## src/rtl/vga_sync_pkg.sv

```systemverilog
package vga_sync_pkg;
  typedef struct packed {
    logic hs;
    logic vs;
    logic gate;
    logic first;
  } sync_t;
endpackage

```

## src/rtl/vga_line_timer.sv

```systemverilog
module vga_line_timer #(
  parameter int unsigned TW     = 16,
  parameter int unsigned TOP    = 635,
  parameter int unsigned HS_CMP = 75
) (
  input  logic          clk_i,
  input  logic          rst_ni,
  output logic [TW-1:0] cnt_nxt_o,
  output logic          eol_o,
  output logic          hs_nxt_o
);
  localparam logic [TW-1:0] TopC = TW'(TOP);
  localparam logic [TW-1:0] CmpC = TW'(HS_CMP);

  logic [TW-1:0] cnt_q;

  assign eol_o     = (cnt_q == TopC);
  assign cnt_nxt_o = eol_o ? '0 : cnt_q + TW'(1);
  // high from compare match up to, not including, TOP
  assign hs_nxt_o  = (cnt_nxt_o >= CmpC) && (cnt_nxt_o != TopC);

  always_ff @(posedge clk_i or negedge rst_ni) begin
    if (!rst_ni) cnt_q <= '0;
    else         cnt_q <= cnt_nxt_o;
  end
endmodule

```

## src/rtl/vga_line_seq.sv

```systemverilog
module vga_line_seq #(
  parameter int unsigned LINES     = 525,
  parameter int unsigned VS_END    = 3,
  parameter int unsigned VIS_FIRST = 35,
  parameter int unsigned VIS_END   = 515
) (
  input  logic clk_i,
  input  logic rst_ni,
  input  logic eol_i,
  output logic vs_nxt_o,
  output logic vis_nxt_o,
  output logic first_nxt_o
);
  localparam int unsigned LW = $clog2(LINES + 1);
  localparam logic [LW-1:0] LinesC = LW'(LINES);
  localparam logic [LW-1:0] VsEndC = LW'(VS_END);
  localparam logic [LW-1:0] VisFC  = LW'(VIS_FIRST);
  localparam logic [LW-1:0] VisEC  = LW'(VIS_END);

  logic [LW-1:0] line_q, line_nxt;

  // clear at frame end, then advance: numbering 1..LINES
  assign line_nxt    = eol_i ? ((line_q == LinesC) ? LW'(1) : line_q + LW'(1)) : line_q;
  assign vs_nxt_o    = (line_nxt >= VsEndC);
  assign vis_nxt_o   = (line_nxt >= VisFC) && (line_nxt < VisEC);
  assign first_nxt_o = (line_nxt == VisFC);

  always_ff @(posedge clk_i or negedge rst_ni) begin
    if (!rst_ni) line_q <= '0;
    else         line_q <= line_nxt;
  end
endmodule

```

## src/rtl/vga_gate_win.sv

```systemverilog
module vga_gate_win #(
  parameter int unsigned TW       = 16,
  parameter int unsigned GATE_DLY = 113,
  parameter int unsigned GATE_LEN = 500
) (
  input  logic [TW-1:0] cnt_nxt_i,
  input  logic          vis_nxt_i,
  input  logic          first_nxt_i,
  output logic          gate_nxt_o,
  output logic          first_nxt_o
);
  // timer value 0 lands one cycle after the hsync fall
  localparam logic [TW-1:0] OpenC  = TW'(GATE_DLY - 1);
  localparam logic [TW-1:0] CloseC = TW'(GATE_DLY - 1 + GATE_LEN);

  logic in_win;

  assign in_win      = (cnt_nxt_i >= OpenC) && (cnt_nxt_i < CloseC);
  assign gate_nxt_o  = vis_nxt_i && in_win;
  assign first_nxt_o = first_nxt_i && (cnt_nxt_i < CloseC);
endmodule

```

## src/rtl/vga_sync_gen.sv

```systemverilog
module vga_sync_gen #(
  parameter int unsigned TW        = 16,
  parameter int unsigned TOP       = 635,
  parameter int unsigned HS_CMP    = 75,
  parameter int unsigned LINES     = 525,
  parameter int unsigned VS_END    = 3,
  parameter int unsigned VIS_FIRST = 35,
  parameter int unsigned VIS_END   = 515,
  parameter int unsigned GATE_DLY  = 113,
  parameter int unsigned GATE_LEN  = 500,
  parameter int unsigned PW        = 8
) (
  input  logic          clk_i,
  input  logic          rst_ni,
  input  logic [PW-1:0] pix_i,
  output logic          hsync_o,
  output logic          vsync_o,
  output logic          video_gate_o,
  output logic          first_line_o,
  output logic [PW-1:0] color_o
);
  import vga_sync_pkg::*;

  logic [TW-1:0] cnt_nxt;
  logic          eol, hs_nxt, vs_nxt, vis_nxt, first_line_nxt;
  sync_t         sync_nxt, sync_q;
  logic [PW-1:0] color_q;

  vga_line_timer #(.TW(TW), .TOP(TOP), .HS_CMP(HS_CMP)) u_timer (
    .clk_i     (clk_i),
    .rst_ni    (rst_ni),
    .cnt_nxt_o (cnt_nxt),
    .eol_o     (eol),
    .hs_nxt_o  (hs_nxt)
  );

  vga_line_seq #(
    .LINES(LINES), .VS_END(VS_END), .VIS_FIRST(VIS_FIRST), .VIS_END(VIS_END)
  ) u_seq (
    .clk_i       (clk_i),
    .rst_ni      (rst_ni),
    .eol_i       (eol),
    .vs_nxt_o    (vs_nxt),
    .vis_nxt_o   (vis_nxt),
    .first_nxt_o (first_line_nxt)
  );

  vga_gate_win #(.TW(TW), .GATE_DLY(GATE_DLY), .GATE_LEN(GATE_LEN)) u_win (
    .cnt_nxt_i   (cnt_nxt),
    .vis_nxt_i   (vis_nxt),
    .first_nxt_i (first_line_nxt),
    .gate_nxt_o  (sync_nxt.gate),
    .first_nxt_o (sync_nxt.first)
  );

  assign sync_nxt.hs = hs_nxt;
  assign sync_nxt.vs = vs_nxt;

  always_ff @(posedge clk_i or negedge rst_ni) begin
    if (!rst_ni) begin
      sync_q  <= '0;
      color_q <= '0;
    end else begin
      sync_q  <= sync_nxt;
      color_q <= sync_nxt.gate ? pix_i : '0;
    end
  end

  assign hsync_o      = sync_q.hs;
  assign vsync_o      = sync_q.vs;
  assign video_gate_o = sync_q.gate;
  assign first_line_o = sync_q.first;
  assign color_o      = color_q;
endmodule

```

## config.mk

```make
export PLATFORM = sky130hd
export DESIGN_NAME = vga_sync_gen
export DESIGN_NICKNAME = d
export VERILOG_FILES = /design/src/rtl/vga_sync_pkg.sv /design/src/rtl/vga_line_timer.sv /design/src/rtl/vga_line_seq.sv /design/src/rtl/vga_gate_win.sv /design/src/rtl/vga_sync_gen.sv
export SDC_FILE = /design/constraint.sdc
export NUM_CORES = 1
export LEC_CHECK = 0
export ABC_AREA = 1
export ABC_CLOCK_PERIOD_IN_PS = 4100
export BUFFER_PORTS_ARGS = -buffer_cell sky130_fd_sc_hd__clkbuf_2
export CAP_MARGIN = 30
export CORE_AREA = 5 5 93 95
export CTS_CLUSTER_DIAMETER = 150
export DETAILED_ROUTE_END_ITERATION = 8
export DIE_AREA = 0 0 98 100
export MAX_ROUTING_LAYER = met4
export PLACE_DENSITY = 0.53
export SYNTH_ARGS = -nofsm -noshare
export SYNTH_HDL_FRONTEND = slang
export SYNTH_HIERARCHICAL = 1
export SYNTH_SLANG_ARGS = --single-unit
```

## constraint.sdc

```tcl
create_clock -name clk_i -period 4.1 [get_ports clk_i]
set_input_delay 0.615 -clock clk_i [delete_from_list [all_inputs] [get_ports clk_i]]
set_output_delay 0.615 -clock clk_i [all_outputs]
set_load 0.005 [all_outputs]
```

Word level (Yosys, flattened, before mapping). Index checks and enable logic that the tools add are counted.

Flip-flop bits (word level): 38. Word-level logic and storage cells: 28.

Add/subtract/negate cells: 2. $lt $le $gt $ge: 6. Equality and inequality tests: 4. Multiplexer cells: 4. Reductions and logical operators: 5.

Operators by type and width (number): >= comparator 16 x 7 -> 1 bit, second input constant (2); 2-to-1 mux 10 bit (2); adder 16 x 1 -> 16 bit, second input constant (1); equality test 16 x 10 -> 1 bit, second input constant (1); < comparator 16 x 10 -> 1 bit, second input constant (1); 2-to-1 mux 16 bit (1); inequality test 16 x 10 -> 1 bit, second input constant (1); adder 10 x 1 -> 10 bit, second input constant (1); equality test 10 bit, second input constant (1); equality test 10 x 6 -> 1 bit, second input constant (1); >= comparator 10 x 2 -> 1 bit, second input constant (1); >= comparator 10 x 6 -> 1 bit, second input constant (1); < comparator 10 bit, second input constant (1); 2-to-1 mux 8 bit (1); logical AND 1 bit (5).

Logic depth before layout (Yosys ltp).
Word-level depth: 7. Gate-level depth with buffers: 21.

Modules after synthesis. The synthesis kept the hierarchy.

Modules (own cells, without submodules): vga_line_timer (instances 1, cells an instance 161, area an instance 1106.1 um^2, seq. area each 400.4 um^2); vga_line_seq (instances 1, cells an instance 109, area an instance 710.7 um^2, seq. area each 250.2 um^2); vga_sync_gen (instances 1, cells an instance 29, area an instance 365.4 um^2, seq. area each 300.3 um^2); vga_gate_win (instances 1, cells an instance 16, area an instance 70.1 um^2, seq. area each 0.0 um^2).

Worst setup path before layout. Ideal clock, no wire load.

Path kind: reg2reg. Start point: reg u_timer.cnt_q[0]. End point: reg color_q[4] (netlist: color_o[4]). Data arrival time: 2412 ps. Required time: 4037 ps. Slack: 1625 ps. Cell stages (with the launch flop): 21. Path buffers: 1. Clock period less this slack: 2475 ps. Path through: dfrtp_1 > ha_1 > nand3_1 > nor2_1 > nand2_2 > inv_1 > nand2_1 > nor3_2 > nand3_1 > nand2_1 > nand3_1 > nor2_1 > nand2_1 > nand2_1 > nand2_1 > inv_1 > o21ai_0 > nor2_1 > buf_2 > nand2_1 > inv_1.

RTL lines: start: declaration (line vga_line_timer.sv:15) `logic [TW-1:0] cnt_q;`; start signal: assignment (line vga_line_timer.sv:24) `else cnt_q <= cnt_nxt_o;`; end signal: assignment (line vga_sync_gen.sv:65) `color_q <= sync_nxt.gate ? pix_i : '0;`; end: declaration (line vga_sync_gen.sv:27) `logic [PW-1:0] color_q;`.

==> summary by stage <==
Die
The initial core utilization is 0.295. The standard-cell row count is 32. The core footprint is 0.00765 mm². In this run the count of I/O pins placed on the die edge is 22. The die is 100 µm tall. The die is 98 µm wide. The full die area is 0.00980 mm².

Global route
The global-route track usage on met2 is 0.169. For this run, global-route usage on met3 was measured as 0.0167. In this run the most used layer during global routing was met2.

The met1 routing resource usage after global routing is 0.135. The sum of overflow across all layers after global routing is 0. The number of global-route vias before repair is 1879. The first-pass GRT wire length is 8.29 mm. The largest net degree at the start of global routing is 39.

The number of antenna violations at the first check in global routing is 0. The total routing resource utilization after global routing is 0.105.

Route
The wire length reported by the detailed router is 4.74 mm. The mean number of vias per cell is between 4 and 5. The average routed wire per standard cell is roughly 11 µm. The post-detailed-route count of antenna-violating nets is 0. The number of DRC violations after detailed-routing iteration 0 is 65. The remaining design rule violation count is 0. The count of TritonRoute iterations in the first routing pass is 4. The total via count after detailed routing is approximately 1900.

Critical path
The critical path required time is 4.34 ns. The cell that appears most often on the critical path is nand2_1. For the worst setup path, the data arrival time is 3.35 ns.

In this run the register-to-register setup slack is 0.99 ns. The critical path contains buffers and inverters numbering 3 combined. The delay of the slowest cell on the worst path is roughly 0.45 ns. The cell family contributing the most delay on the critical path is simple AND/OR/NAND/NOR gates. The slowest stage of the critical path is the nor2_1 cell. Traced cell by cell, the critical path runs through ha_1 > nand3_1 > nor2_1 > nand2_2 > inv_1 > nand2_1 > nor3_2 > nand3_1 > nand2_1 > nand3_1 > nor2_1 > nand2_1 > nand2_1 > nand2_1 > inv_1 > o21ai_0 > nor2_1 > nand2_1 > inv_1. Of all nets on the critical path, the largest fanout is 10. The class of the most critical setup path is register to register. STA classifies the critical path startpoint as a register. The type of destination of the critical path is a register.

Clock network
The H-tree depth is 2. The CTS tree is yes. Post-CTS repair changed the size of 0 cells. The tree is rooted in a clkbuf_8. The clock edge transition at the registers on the reported setup and hold paths is 0.08 ns. The clock net in this run drives a total of 38 sinks. The clock latency reported for the late side of the worst-skew pair is 0.29 ns. The hold buffer count at CTS is 0. The maximum clock path buffer count is 2. The clock buffer count from CTS is 5. Post-CTS timing repair inserted 0 buffers for setup.

Power and ir drop
The largest voltage drop on the vdd net is 0.190 mV. The net switching power of the design is approximately 0.14 mW. The fraction of power consumed by combinational cells is 0.020. Cell internal power was estimated by the tool at 0.515 mW. The areal power density over the cells is 253 mW/mm². Of the total power, the share spent switching nets is 0.217. The power share of the sequential group is 0.570.

The analysis attributes to cell leakage a power of 1.55 nW. The part of the total power dissipated in the clock network is 0.410.

Cells and area
The final layout contains 356 nets. The final cell count without fillers is 446. The number of filler cells placed in the layout is 814. The share of layout cells above drive strength 1 is 0.160. 0 antenna diodes ended up in the layout. The utilization after layout is 0.339. The area added between synthesis and finish is 15.2%.

Yosys
The proportion of netlist area held by the largest area contributor is 0.422. Summed over all instances, the cell type with the most area after synthesis is dfrtp_1. By area the synthesized netlist is led by dfrtp_1, nand2_1, inv_1. Among all cell types in the netlist, the one instantiated most often is nand2_1.

The post-synthesis area per instance is 7.15 µm². The fraction of registers with async set/reset is 1.00. After synthesis the netlist holds a flip-flop and latch count of 38.

The cell count after synthesis is 315. By count the netlist is led by nand2_1, inv_1, nor2_1. The synthesized netlist occupies a cell area of 0.00225 mm². The fraction of the yosys area taken by sequential cells is 0.422.

In this run, synthesis inferred 0 flip-flops with an integrated enable. The most used flip-flop cell after synthesis is dfrtp_1. The netlist uses 29 different library cells. The post-synthesis net count is 328.

The total number of yosys warnings is 6.

STA
In the finished design, the share of the clock period the worst path needs comes to 0.759. Measured against its own limit, the worst slew margin works out to 0.631. The slew at the pin closest to its max-slew limit is between 0.5 and 0.6 ns. In the final timing run, aggregate negative setup slack is 0 ns.

Setup violations remaining at the end of the flow were counted as 0. For the final database, setup skew stands at ~0.005 ns. The final count of pins violating max slew is 0.

Setup repair after global routing left no endpoint under its margin. The smallest clock period supported by the final layout is computed as slightly above 3 ns. The number of hold violations in the final report came to 0. Timing would allow up to 321 MHz.

Placed design
The estimated wirelength of the detail-placed design is 3.68 mm. Input and output buffers added on the ports amount to 21. At the end of routability-driven placement, the weighted congestion stood at 0.854. The number of placed instances with taps included is roughly 440.

Hold path
The worst min-delay path class is primary input to async pin.

Run
The count of max-cap constraint violations is 0.

Run status
The flow ran to the end, and the final reports show no timing, DRC or antenna violations.
## metal layers
layer | share of wire | wire (µm) | up-vias
met4 | 0.017 | 79 | 0
met2 | 0.46 | 2170 | 32
li1 | - | - | 1011
met1 | 0.49 | 2330 | 848
met5 | 0 | 0 | -
met3 | 0.035 | 167 | 10
## flip-flops by register name, indices dropped and copies added, names as in the netlist
name	flops
video_gate_o	1
color_o	8
hsync_o	1
u_timer/cnt_q	16
first_line_o	1
u_seq/line_q	10
vsync_o	1
## layout make-up
| class | instances | area [µm²] | area share |
|---|---|---|---|
| clock buffers | 6 | 82.6 | 0.0318 |
| multi-input cells | 208 | 1040 | 0.401 |
| clock inverters | 2 | 12.5 | 0.00482 |
| well taps | 102 | 128 | 0.0492 |
| inverters | 68 | 255 | 0.0984 |
| repair buffers | 22 | 125 | 0.0482 |
| flip-flops and latches | 38 | 951 | 0.366 |
## kinds of logic (layout without fill, tap and decap cells)
kind of cell,Yosys count,in the layout,synth area share
xor gates and xnor gates,4,4,0.0156
adders and majority gates,3,3,0.0167
and+or+nand+nor,189,189,0.395
buffers and inverters,69,98,0.116
DFF,38,38,0.422
AOI/OAI and AO/OA,12,12,0.0350
## metrics by stage
stage / setup WS [ns] / power, mW / area, µm² / hold slack [ns]
after global placement: 1.05 / 0.394 / 2480 / 0.520
after detailed placement: 0.909 / 0.394 / 2480 / 0.539
after global routing: 0.436 / 0.687 / 2590 / 0.0866
after floorplan: 1.63 / 0.382 / 2250 / 0.319
after CTS: 0.895 / 0.667 / 2570 / 0.487
final: 0.989 / 0.657 / 2590 / 0.105
## placed cells by master (no fill, tap or decap), types with 3 or more instances in the layout
cell type	count
clkinv_1	3
dfrtp_1	38
o21ai_1	3
nor2_1	45
nor3_1	7
nand4_1	10
nand2_1	83
clkbuf_2	21
nand3_1	22
inv_1	63
ha_1	3
nand2_2	5
nor3_2	4
nor2_2	4
clkbuf_8	6
## power groups by stage
stage,registers (mW),logic (mW),clock network (mW)
floorplan,0.382,0.0000117,0
global placement,0.382,0.0116,0
detailed placement,0.382,0.0118,0
CTS,0.374,0.0117,0.281
global route,0.374,0.0159,0.297
finish,0.374,0.0132,0.269
## worst register-to-register path, delay by kind of cell, from the launching register on
family	cells	cell delay, ns
buf+inv	3	0.37
compound gates	1	0.07
simple gates	14	1.90
fa+ha+maj	1	0.27
flops	1	0.43
## final timing paths
path	from	to	depth (start not counted)
setup / recovery	u_timer/cnt_q[0]$_DFF_PN0_	color_o[0]$_DFF_PN0_	19
hold / removal	rst_ni	color_o[6]$_DFF_PN0_	1
setup reg to reg	u_timer/cnt_q[0]$_DFF_PN0_	color_o[0]$_DFF_PN0_	19
hold reg to reg	u_timer/cnt_q[0]$_DFF_PN0_	u_timer/cnt_q[0]$_DFF_PN0_	1
max in group asynchronous	rst_ni	u_timer/cnt_q[0]$_DFF_PN0_	2
min in group clk_i	pix_i[6]	color_o[6]$_DFF_PN0_	3
Power figures use the tool's default switching activity.
